**config.mk**
```make
export PLATFORM = sky130hd
export DESIGN_NAME = rx_bd_ctrl
export DESIGN_NICKNAME = d
export VERILOG_FILES = /design/src/rtl/rx_bd_ctrl.sv
export SDC_FILE = /design/constraint.sdc
export NUM_CORES = 1
export LEC_CHECK = 0
export BUFFER_PORTS_ARGS = -buffer_cell sky130_fd_sc_hd__clkbuf_2
export CORE_UTILIZATION = 62
export CTS_BUF_LIST = sky130_fd_sc_hd__clkbuf_4 sky130_fd_sc_hd__clkbuf_8
export DETAILED_ROUTE_END_ITERATION = 8
export GPL_TIMING_DRIVEN = 0
export PLACE_DENSITY = 0.83
export SETUP_SLACK_MARGIN = 0.4
export SLEW_MARGIN = 20
export SYNTH_ARGS = -nofsm -noshare
export SYNTH_HDL_FRONTEND = slang
export SYNTH_SLANG_ARGS = --single-unit
```
**constraint.sdc**
```tcl
create_clock -name clk -period 4.15 [get_ports clk]
set_clock_uncertainty 0.05 [all_clocks]
set_input_delay 0.83 -clock clk [delete_from_list [all_inputs] [get_ports clk]]
set_output_delay 0.83 -clock clk [all_outputs]
set_load 0.01 [all_outputs]
```
**src/rtl/rx_bd_ctrl.sv**
```systemverilog
module rx_bd_ctrl #(
  parameter int NDESC   = 4,
  parameter int BUF_LEN = 8,
  parameter int DEPTH   = 4,
  localparam int IW = $clog2(NDESC),
  localparam int PW = $clog2(DEPTH),
  localparam int CW = $clog2(DEPTH + 1)
) (
  input  logic          clk,
  input  logic          rst_n,
  input  logic          rx_valid,
  input  logic [7:0]    rx_data,
  input  logic          carrier,
  input  logic          sync,
  input  logic          wide_mode,
  input  logic          cmd_hunt,
  input  logic          cmd_close,
  input  logic          host_we,
  input  logic [IW-1:0] host_idx,
  input  logic [15:0]   host_wdata,
  input  logic [IW-1:0] rd_idx,
  output logic [15:0]   rd_status,
  output logic [15:0]   rd_len,
  input  logic          buf_ready,
  output logic          buf_we,
  output logic [IW-1:0] buf_desc,
  output logic [15:0]   buf_off,
  output logic [7:0]    buf_data,
  output logic          rx_irq,
  output logic          hunting,
  output logic [IW-1:0] cur_idx
);
  localparam int E_B = 15, W_B = 13, I_B = 12;
  localparam logic [CW-1:0] WIDE_N = CW'(4);
  localparam logic [CW-1:0] FULL_N = CW'(DEPTH);

  typedef enum logic [1:0] {S_HUNT, S_RECV, S_FLUSH} st_t;
  st_t st;

  logic [7:0]    q [DEPTH];
  logic [PW-1:0] rp, wp;
  logic [CW-1:0] cnt;
  logic          burst;
  logic [15:0]   stat [NDESC];
  logic [15:0]   blen [NDESC];
  logic [15:0]   wr_cnt;
  logic [IW-1:0] idx;
  logic          c_ov, c_cd, c_hunt, irq_q;

  function automatic logic [PW-1:0] inc(input logic [PW-1:0] p);
    return (p == PW'(DEPTH - 1)) ? '0 : p + 1'b1;
  endfunction

  wire recv  = (st == S_RECV);
  wire flush = (st == S_FLUSH);
  wire thr   = wide_mode ? (cnt >= WIDE_N) : (cnt != '0);
  wire pop   = (cnt != '0) && buf_ready && ((recv && (burst || thr)) || flush);

  wire err_cd = recv && !carrier;
  wire err_ov = recv && carrier && rx_valid && (cnt == FULL_N) && !pop;

  wire full_close = pop && (wr_cnt == 16'(BUF_LEN - 1));
  wire flush_done = flush && (cnt == '0);
  wire close      = full_close || flush_done;
  wire go_flush   = recv && !full_close && (err_cd || err_ov || cmd_hunt || cmd_close);

  wire f_cd = c_cd | err_cd;
  wire f_ov = c_ov | err_ov;

  wire [IW-1:0] nxt = (stat[idx][W_B] || idx == IW'(NDESC - 1)) ? '0 : idx + 1'b1;
  wire next_armed   = (nxt != idx) && stat[nxt][E_B];
  wire to_hunt      = f_cd | f_ov | c_hunt | (recv & cmd_hunt) | !next_armed;
  wire clear        = close && to_hunt;

  wire push_ok   = recv && rx_valid && carrier && !clear;
  wire push_norm = push_ok && ((cnt != FULL_N) || pop);

  wire [PW-1:0] wp_last = (wp == '0) ? PW'(DEPTH - 1) : wp - 1'b1;

  assign buf_we    = pop;
  assign buf_desc  = idx;
  assign buf_off   = wr_cnt;
  assign buf_data  = q[rp];
  assign rx_irq    = irq_q;
  assign hunting   = (st == S_HUNT);
  assign cur_idx   = idx;
  assign rd_status = stat[rd_idx];
  assign rd_len    = blen[rd_idx];

  always_ff @(posedge clk) begin
    if (push_norm) q[wp] <= rx_data;
    else if (err_ov) q[wp_last] <= rx_data;
  end

  always_ff @(posedge clk or negedge rst_n) begin
    if (!rst_n) begin
      rp <= '0; wp <= '0; cnt <= '0; burst <= 1'b0;
    end else if (clear) begin
      rp <= '0; wp <= '0; cnt <= '0; burst <= 1'b0;
    end else begin
      if (pop) rp <= inc(rp);
      if (push_norm) wp <= inc(wp);
      cnt <= cnt + CW'(push_norm) - CW'(pop);
      if (!recv) burst <= 1'b0;
      else if (pop && cnt == CW'(1) && !push_norm) burst <= 1'b0;
      else if (thr) burst <= 1'b1;
    end
  end

  always_ff @(posedge clk or negedge rst_n) begin
    if (!rst_n) begin
      for (int i = 0; i < NDESC; i++) begin
        stat[i] <= '0;
        blen[i] <= '0;
      end
    end else begin
      if (host_we) begin
        stat[host_idx] <= host_wdata;
        blen[host_idx] <= '0;
      end
      if (close) begin
        stat[idx] <= {1'b0, stat[idx][14:2], f_ov, f_cd};
        blen[idx] <= wr_cnt + 16'(pop);
      end
    end
  end

  always_ff @(posedge clk or negedge rst_n) begin
    if (!rst_n) begin
      st <= S_HUNT; idx <= '0; wr_cnt <= '0;
      c_ov <= 1'b0; c_cd <= 1'b0; c_hunt <= 1'b0; irq_q <= 1'b0;
    end else begin
      irq_q <= close && stat[idx][I_B];
      if (close) begin
        idx    <= nxt;
        wr_cnt <= '0;
        c_ov <= 1'b0; c_cd <= 1'b0; c_hunt <= 1'b0;
        st     <= to_hunt ? S_HUNT : S_RECV;
      end else begin
        case (st)
          S_HUNT: if (sync && stat[idx][E_B]) begin
            st <= S_RECV;
            wr_cnt <= '0;
          end
          S_RECV: begin
            wr_cnt <= wr_cnt + 16'(pop);
            if (go_flush) begin
              st     <= S_FLUSH;
              c_cd   <= err_cd;
              c_ov   <= err_ov;
              c_hunt <= cmd_hunt;
            end
          end
          S_FLUSH: wr_cnt <= wr_cnt + 16'(pop);
          default: st <= S_HUNT;
        endcase
      end
    end
  end
endmodule

```
Yosys cells after proc, flatten, opt, wreduce, memory -nomap -nowiden
Memories as Yosys holds them, arrays and structs flattened. Index checks and enable logic that the tools add are counted.

Memories kept: 1. Bits in registers: 160. Memory bits (writable): 32. Input port bits: 38. Output and inout port bits: 63.

Memory list: q (words 4, width 8, rd ports 1, clocked after memory_dff 0, write ports 1, RTL line 40) `logic [7:0] q [DEPTH];`.

Bitwise operators: 13. $add $sub $neg: 7. Reduce and logical (&&, ||, !) cells: 52. Equality and inequality tests: 14. Mux-type cells: 62. $lt $le $gt $ge: 7.

Operator list (count): $mux 64 (4); $bwmux 64 (3); $mux 16 (12); $bmux 16 s2 (4); $and 64x64->64 (1); $demux 16 s2 (2); $not 64->64 (1); $pmux 16 s2 (1); $logic_and 1x1->1 (24); $mux 2 (12); $mux 1 (21); $add 16x1->16 (1); $eq 16x3->1 const B (1); $ge 3x3->1 const B (5); $not 2->3 (4); $eq 2x2->1 const B (4); $logic_or 1x1->1 (8); $mux 8 (1); $reduce_bool 2->1 (4); $reduce_or 8->1 (1); $add 2x1->2 const B (3); $logic_not 1->1 (6); $lt 3x1->1 const B (2); $ne 3x1->1 const B (2); other kinds (20) (28).

Logic depth before layout (Yosys ltp)
Word-level depth: 22. Depth in mapped cells: 17. Mapped depth without buffers: 15.

Least setup slack after synthesis
Ideal clock, no wire load.

Path kind: flip-flop to flip-flop. Start: reg idx[0], in the netlist buf_desc[0]. End: reg cnt[2]. Data arrival time: 3400 ps. Path buffers: 2. Path slack: 582 ps. Stages on the path, launching flop included: 17. Required time: 3981 ps. Cell sequence: dfrtp_1 buf_2 clkinv_1 clkbuf_1 ha_1 and3_1 o32a_2 a211oi_2 nand2b_1 ha_1 inv_1 ha_1 inv_1 fa_1 xor2_1 xnor2_1 nor2_1.

Cells in the longest elaborated chain, start to end: 20. Elaborated cells between the ends (all ways): 23. Classes of those cells: add/sub: 3; eq/ne: 2; mux: 8; bitwise: 3; reduce/logical: 7.

Ends and longest elaborated chain: start, declared (RTL line 47) `logic [IW-1:0] idx;`; start signal, assigned (RTL line 135) `idx <= nxt;`; $not 2->3 (implied by the code) (RTL line 70) `wire [IW-1:0] nxt = (stat[idx][W_B] || idx == IW'(NDESC - 1)) ? '0 : idx + 1'b1;`; $bmux 16 s2 (RTL line 70); $mux 16 (2 in series); $logic_or 1x1->1 (RTL line 70); $mux 2 (RTL line 70); $not 2->3 (implied by the code) (RTL line 71) `wire next_armed = (nxt != idx) && stat[nxt][E_B];`; $bmux 16 s2 (RTL line 71); $mux 16 (implied by the code) (2 in series) (RTL line 71); (+2 left out); $or 1x1->1 * (RTL line 72) `wire to_hunt = f_cd | f_ov | c_hunt | (recv & cmd_hunt) | !next_armed;`; $logic_and 1x1->1 * (RTL line 73) `wire clear = close && to_hunt;`; $logic_not 1->1 (RTL line 75) `wire push_ok = recv && rx_valid && carrier && !clear;`; $logic_and 1x1->1 (RTL line 75); $logic_and 1x1->1 (RTL line 76) `wire push_norm = push_ok && ((cnt != FULL_N) || pop);`; $add 3x1->3 (RTL line 103) `cnt <= cnt + CW'(push_norm) - CW'(pop);`; $sub 3x1->3 (RTL line 103); $mux 3 * (RTL line 98) `end else if (clear) begin`; end signal, assigned (RTL line 103); end, declared (RTL line 42) `logic [CW-1:0] cnt;`.

Every way passes the cells marked *; elsewhere a longest branch is shown, timed or not. The select of a mux whose other input is x is not followed. A chain may end at the register's enable or synchronous reset.

Worst setup path in the final report
Ends and elaborated chain as after synthesis.

==> flow_summary.yaml <==
power_and_ir_drop:
  share_seq_of_total_power_pct: 41.2
  p_per_area_mw_per_mm2: 547
  power_switching_w: 0.00238
  p_int_w: 0.00397
  p_comb_share_pct: 40.5
  clkPwrFrac_pct: 18.2
  swShare_pct: 37.5
  cellLeakagePower_nw: 6.01
  vdd_ir_drop_max_mv: 0.254
timing:
  setup_viol: 0
  tightest_slew_ns: 0.961
  worst_slack_ns: 0.554
  rsz0062_at_grt: "false"
  fmax_mhz: 278
  drv_slew: 0
  period_needed_ns: 3.60
  timing.hold.ws_ns: 0.339
  finalHoldViolCount: 0
  setup_tns_ns: 0
  finalCritPeriodShare_pct: 86.6
  relSlewSlack_pct: 35.9
setup_path:
  reg2regPathDepth: 16
  r2r-end: "cnt[2]$_DFF_PN0_"
  startpoint_type: "register"
  worstPathRequired_ns: 4.47
  arrival_ns: 3.91
  cp_max_fo: 11
  rrSetupSlack_ns: 0.55
  crit_type: "register to register"
  r2r-start: "buf_desc[0]$_DFFE_PN0N_"
  crit_path_start: "buf_desc[0]$_DFFE_PN0N_"
  cp-end-kind: "register"
yosys:
  synth_cell_type_count: 63
  synth_edf_count: 32
  syn_inst: 823
  synthMuxAreaShare_pct: 30.3
  synthSimpleGateAreaFrac_pct: 9.77
  syn_nets: 877
  ys_seq_area_share_pct: 48.1
  synth_top_flop_cell: "dfrtp_1"
  synth_top_family_by_area: "multiplexers"
  synth-compound-area-share_pct: 4.77
  syn_area_per_cell_um2: 12.5
  synthArstFlopShare_pct: 83.3
  netlist_area_mm2: 0.0103
  synth-adder-area-share_pct: 2.01
  ys_warn_count: 0
  synth_xor_area_share_pct: 1.36
  ys_ff_latch: 192
placed_design:
  place_congestion: 0.853
  dp_worst_setup_slack_ns: -0.171
  port_buffers: 98
  dpl.hpwl_um: 16300
finish:
  final_cell_mix: "mux2i_1 (205), dfrtp_1 (159), clkbuf_2 (97)"
  fin_util_pct: 72.3
  nets: 1003
  layout_commonest_cell: "mux2i_1"
  drive_gt1_share_pct: 26.0
  syn2layout_area_growth_pct: 12.4
  antenna_cells: 0
clocking:
  insertion_delay_ns: 0.47
  clk_root_buffer_cell: "clkbuf_8"
  cts_buffers: 17
  clockBufferDepth: 2
  h-tree-depth: 4
  clock_sinks: 192
  holdBufCountCts: 0
  cts_tree: "done"
  clkTransAtPathRegs_ns: 0.09
routing:
  route.met2.wl_um: 11700
  vias_per_cell: 6.08
  vias: 7159
  drc: 0
  drtIter0Drc: 537
  wl_met1_um: 10500
  wl_um: 23900
  drt_first_pass_iters: 5
  wl_met3_um: 1170
  wl_per_cell_um: 20.3
  route.antenna.remaining_nets: 0
  maxUsedRoutingLayer: "met4"
run_status:
  status: "complete, no violations"
floorplanning:
  rows: 46
  dieWidth_um: 131
  die-area_mm2: 0.0172
  core_area_mm2: 0.0161
  die_h_um: 131
  start_util_pct: 64.3
  ioPinCount: 101
grt:
  antenna_found_initial: 0
  grt_pass1_wl_um: 37700
  grt_pass1_vias: 7099
  grt_usage_pct: 29.8
  grt_max_degree: 88
  grt_overflow_total: 0
flow_run:
  cap_viol_max_count: 0
hold_path:
  hp-class: "input port to asynchronous set/reset pin"
==> critical path, stage by stage, from the launching register on <==
cell,delay [ns]
dfrtp_2,0.40
buf_6,0.15
clkinv_4,0.12
clkbuf_4,0.24
ha_1,0.36
and3_1,0.16
o32a_2,0.36
a211oi_4,0.30
nand2b_1,0.17
ha_1,0.23
inv_1,0.06
ha_1,0.13
inv_1,0.04
fa_1,0.37
xor2_1,0.16
xnor2_1,0.14
nor2_1,0.05
==> kinds of logic (layout without fill, tap and decap cells) <==
group	Yosys count	after routing
compound gates	71	71
xor+xnor	16	16
fa+ha+maj	16	16
buf+inv	67	205
flops	192	192
mux	260	260
simple gates	201	201
==> flip-flops by register name, indices dropped and copies added, names as in the netlist <==
signal,count
cnt,3
buf_off,16
c_hunt,1
c_cd,1
rx_irq,1
burst,1
buf_desc,2
blen,64
c_ov,1
wp,2
st,2
stat,64
q,32
rp,2
==> per-stage QoR <==
step                      cells  power [W]  area [µm²]
after global placement     1137    0.00508       11100
final                      1177    0.00635       11600
after detailed placement   1143    0.00517       11200
after floorplan             823    0.00443       10300
after global routing       1177    0.00673       11600
after CTS                  1174    0.00634       11600
==> worst max-delay path by stage <==
stage                    endpoint  cells past startpoint
2_1_floorplan    cnt[2]$_DFF_PN0_                     16
3_3_place_gp   blen[13]$_DFF_PN0_                      1
3_5_place_dp     cnt[2]$_DFF_PN0_                     16
4_1_cts          cnt[2]$_DFF_PN0_                     16
5_1_grt          cnt[2]$_DFF_PN0_                     15
6_report         cnt[2]$_DFF_PN0_                     16
==> repair_timing <==
action | CTS | global route
endpoints found under the setup margin | 7 | 1
pin swaps | 0 | 1
setup buffers | 0 | 3
resized for setup | 7 | 1
==> cell usage after synthesis, types with 2 or more instances <==
cell type | number | share of area, %
xor2_1 | 6 | 0.51
nor2b_1 | 8 | 0.48
a22oi_1 | 5 | 0.36
nand2_4 | 4 | 0.44
and3_1 | 4 | 0.24
nand3b_1 | 3 | 0.22
nand4_1 | 4 | 0.24
nor4_1 | 9 | 0.55
mux4_2 | 40 | 8.7
nand3_1 | 16 | 0.78
buf_2 | 14 | 0.68
nand2b_1 | 2 | 0.12
mux2i_1 | 205 | 20
a21oi_1 | 18 | 0.87
mux2_2 | 14 | 1.5
o21a_1 | 2 | 0.15
buf_4 | 5 | 0.36
nor3_1 | 7 | 0.34
nand2_1 | 92 | 3.3
xnor2_1 | 10 | 0.85
inv_1 | 13 | 0.47
ha_1 | 15 | 1.8
and2_1 | 2 | 0.12
a21o_1 | 2 | 0.15
clkbuf_1 | 20 | 0.73
dfrtp_1 | 160 | 39
o21ai_0 | 20 | 0.97
nor3b_1 | 3 | 0.22
or3_1 | 6 | 0.36
nor2_1 | 30 | 1.1
nor4b_2 | 2 | 0.29
a2bb2oi_1 | 8 | 0.68
buf_6 | 13 | 1.4
edfxtp_1 | 32 | 9.3
==> layout make-up <==
cell class                 instances  area (µm²)
multi-input combinational        564        5010
sequential                       192        4970
fill                            1155        4450
timing repair buffer             107         602
buffer                            53         343
tap                              216         270
clock buffer                      19         249
clock inverter                    12         114
inverter                          14        57.6
==> power by group through the flow <==
| stage | clock (W) | combinational (W) | sequential [W] |
|---|---|---|---|
| floorplan | 0 | 0.00186 | 0.00256 |
| global placement | 0 | 0.00244 | 0.00264 |
| detailed placement | 0 | 0.00252 | 0.00265 |
| CTS | 0.00117 | 0.00256 | 0.00261 |
| global route | 0.00124 | 0.00281 | 0.00267 |
| finish | 0.00116 | 0.00257 | 0.00262 |
==> per-layer routing <==
| layer | track usage, % | vias up |
|---|---|---|
| met5 | 0 | - |
| met4 | 10.5 | 0 |
| met3 | 5.17 | 32 |
| met2 | 48.7 | 207 |
| met1 | 40.4 | 3654 |
| li1 | - | 3266 |
(Power assumes the default switching activity.)
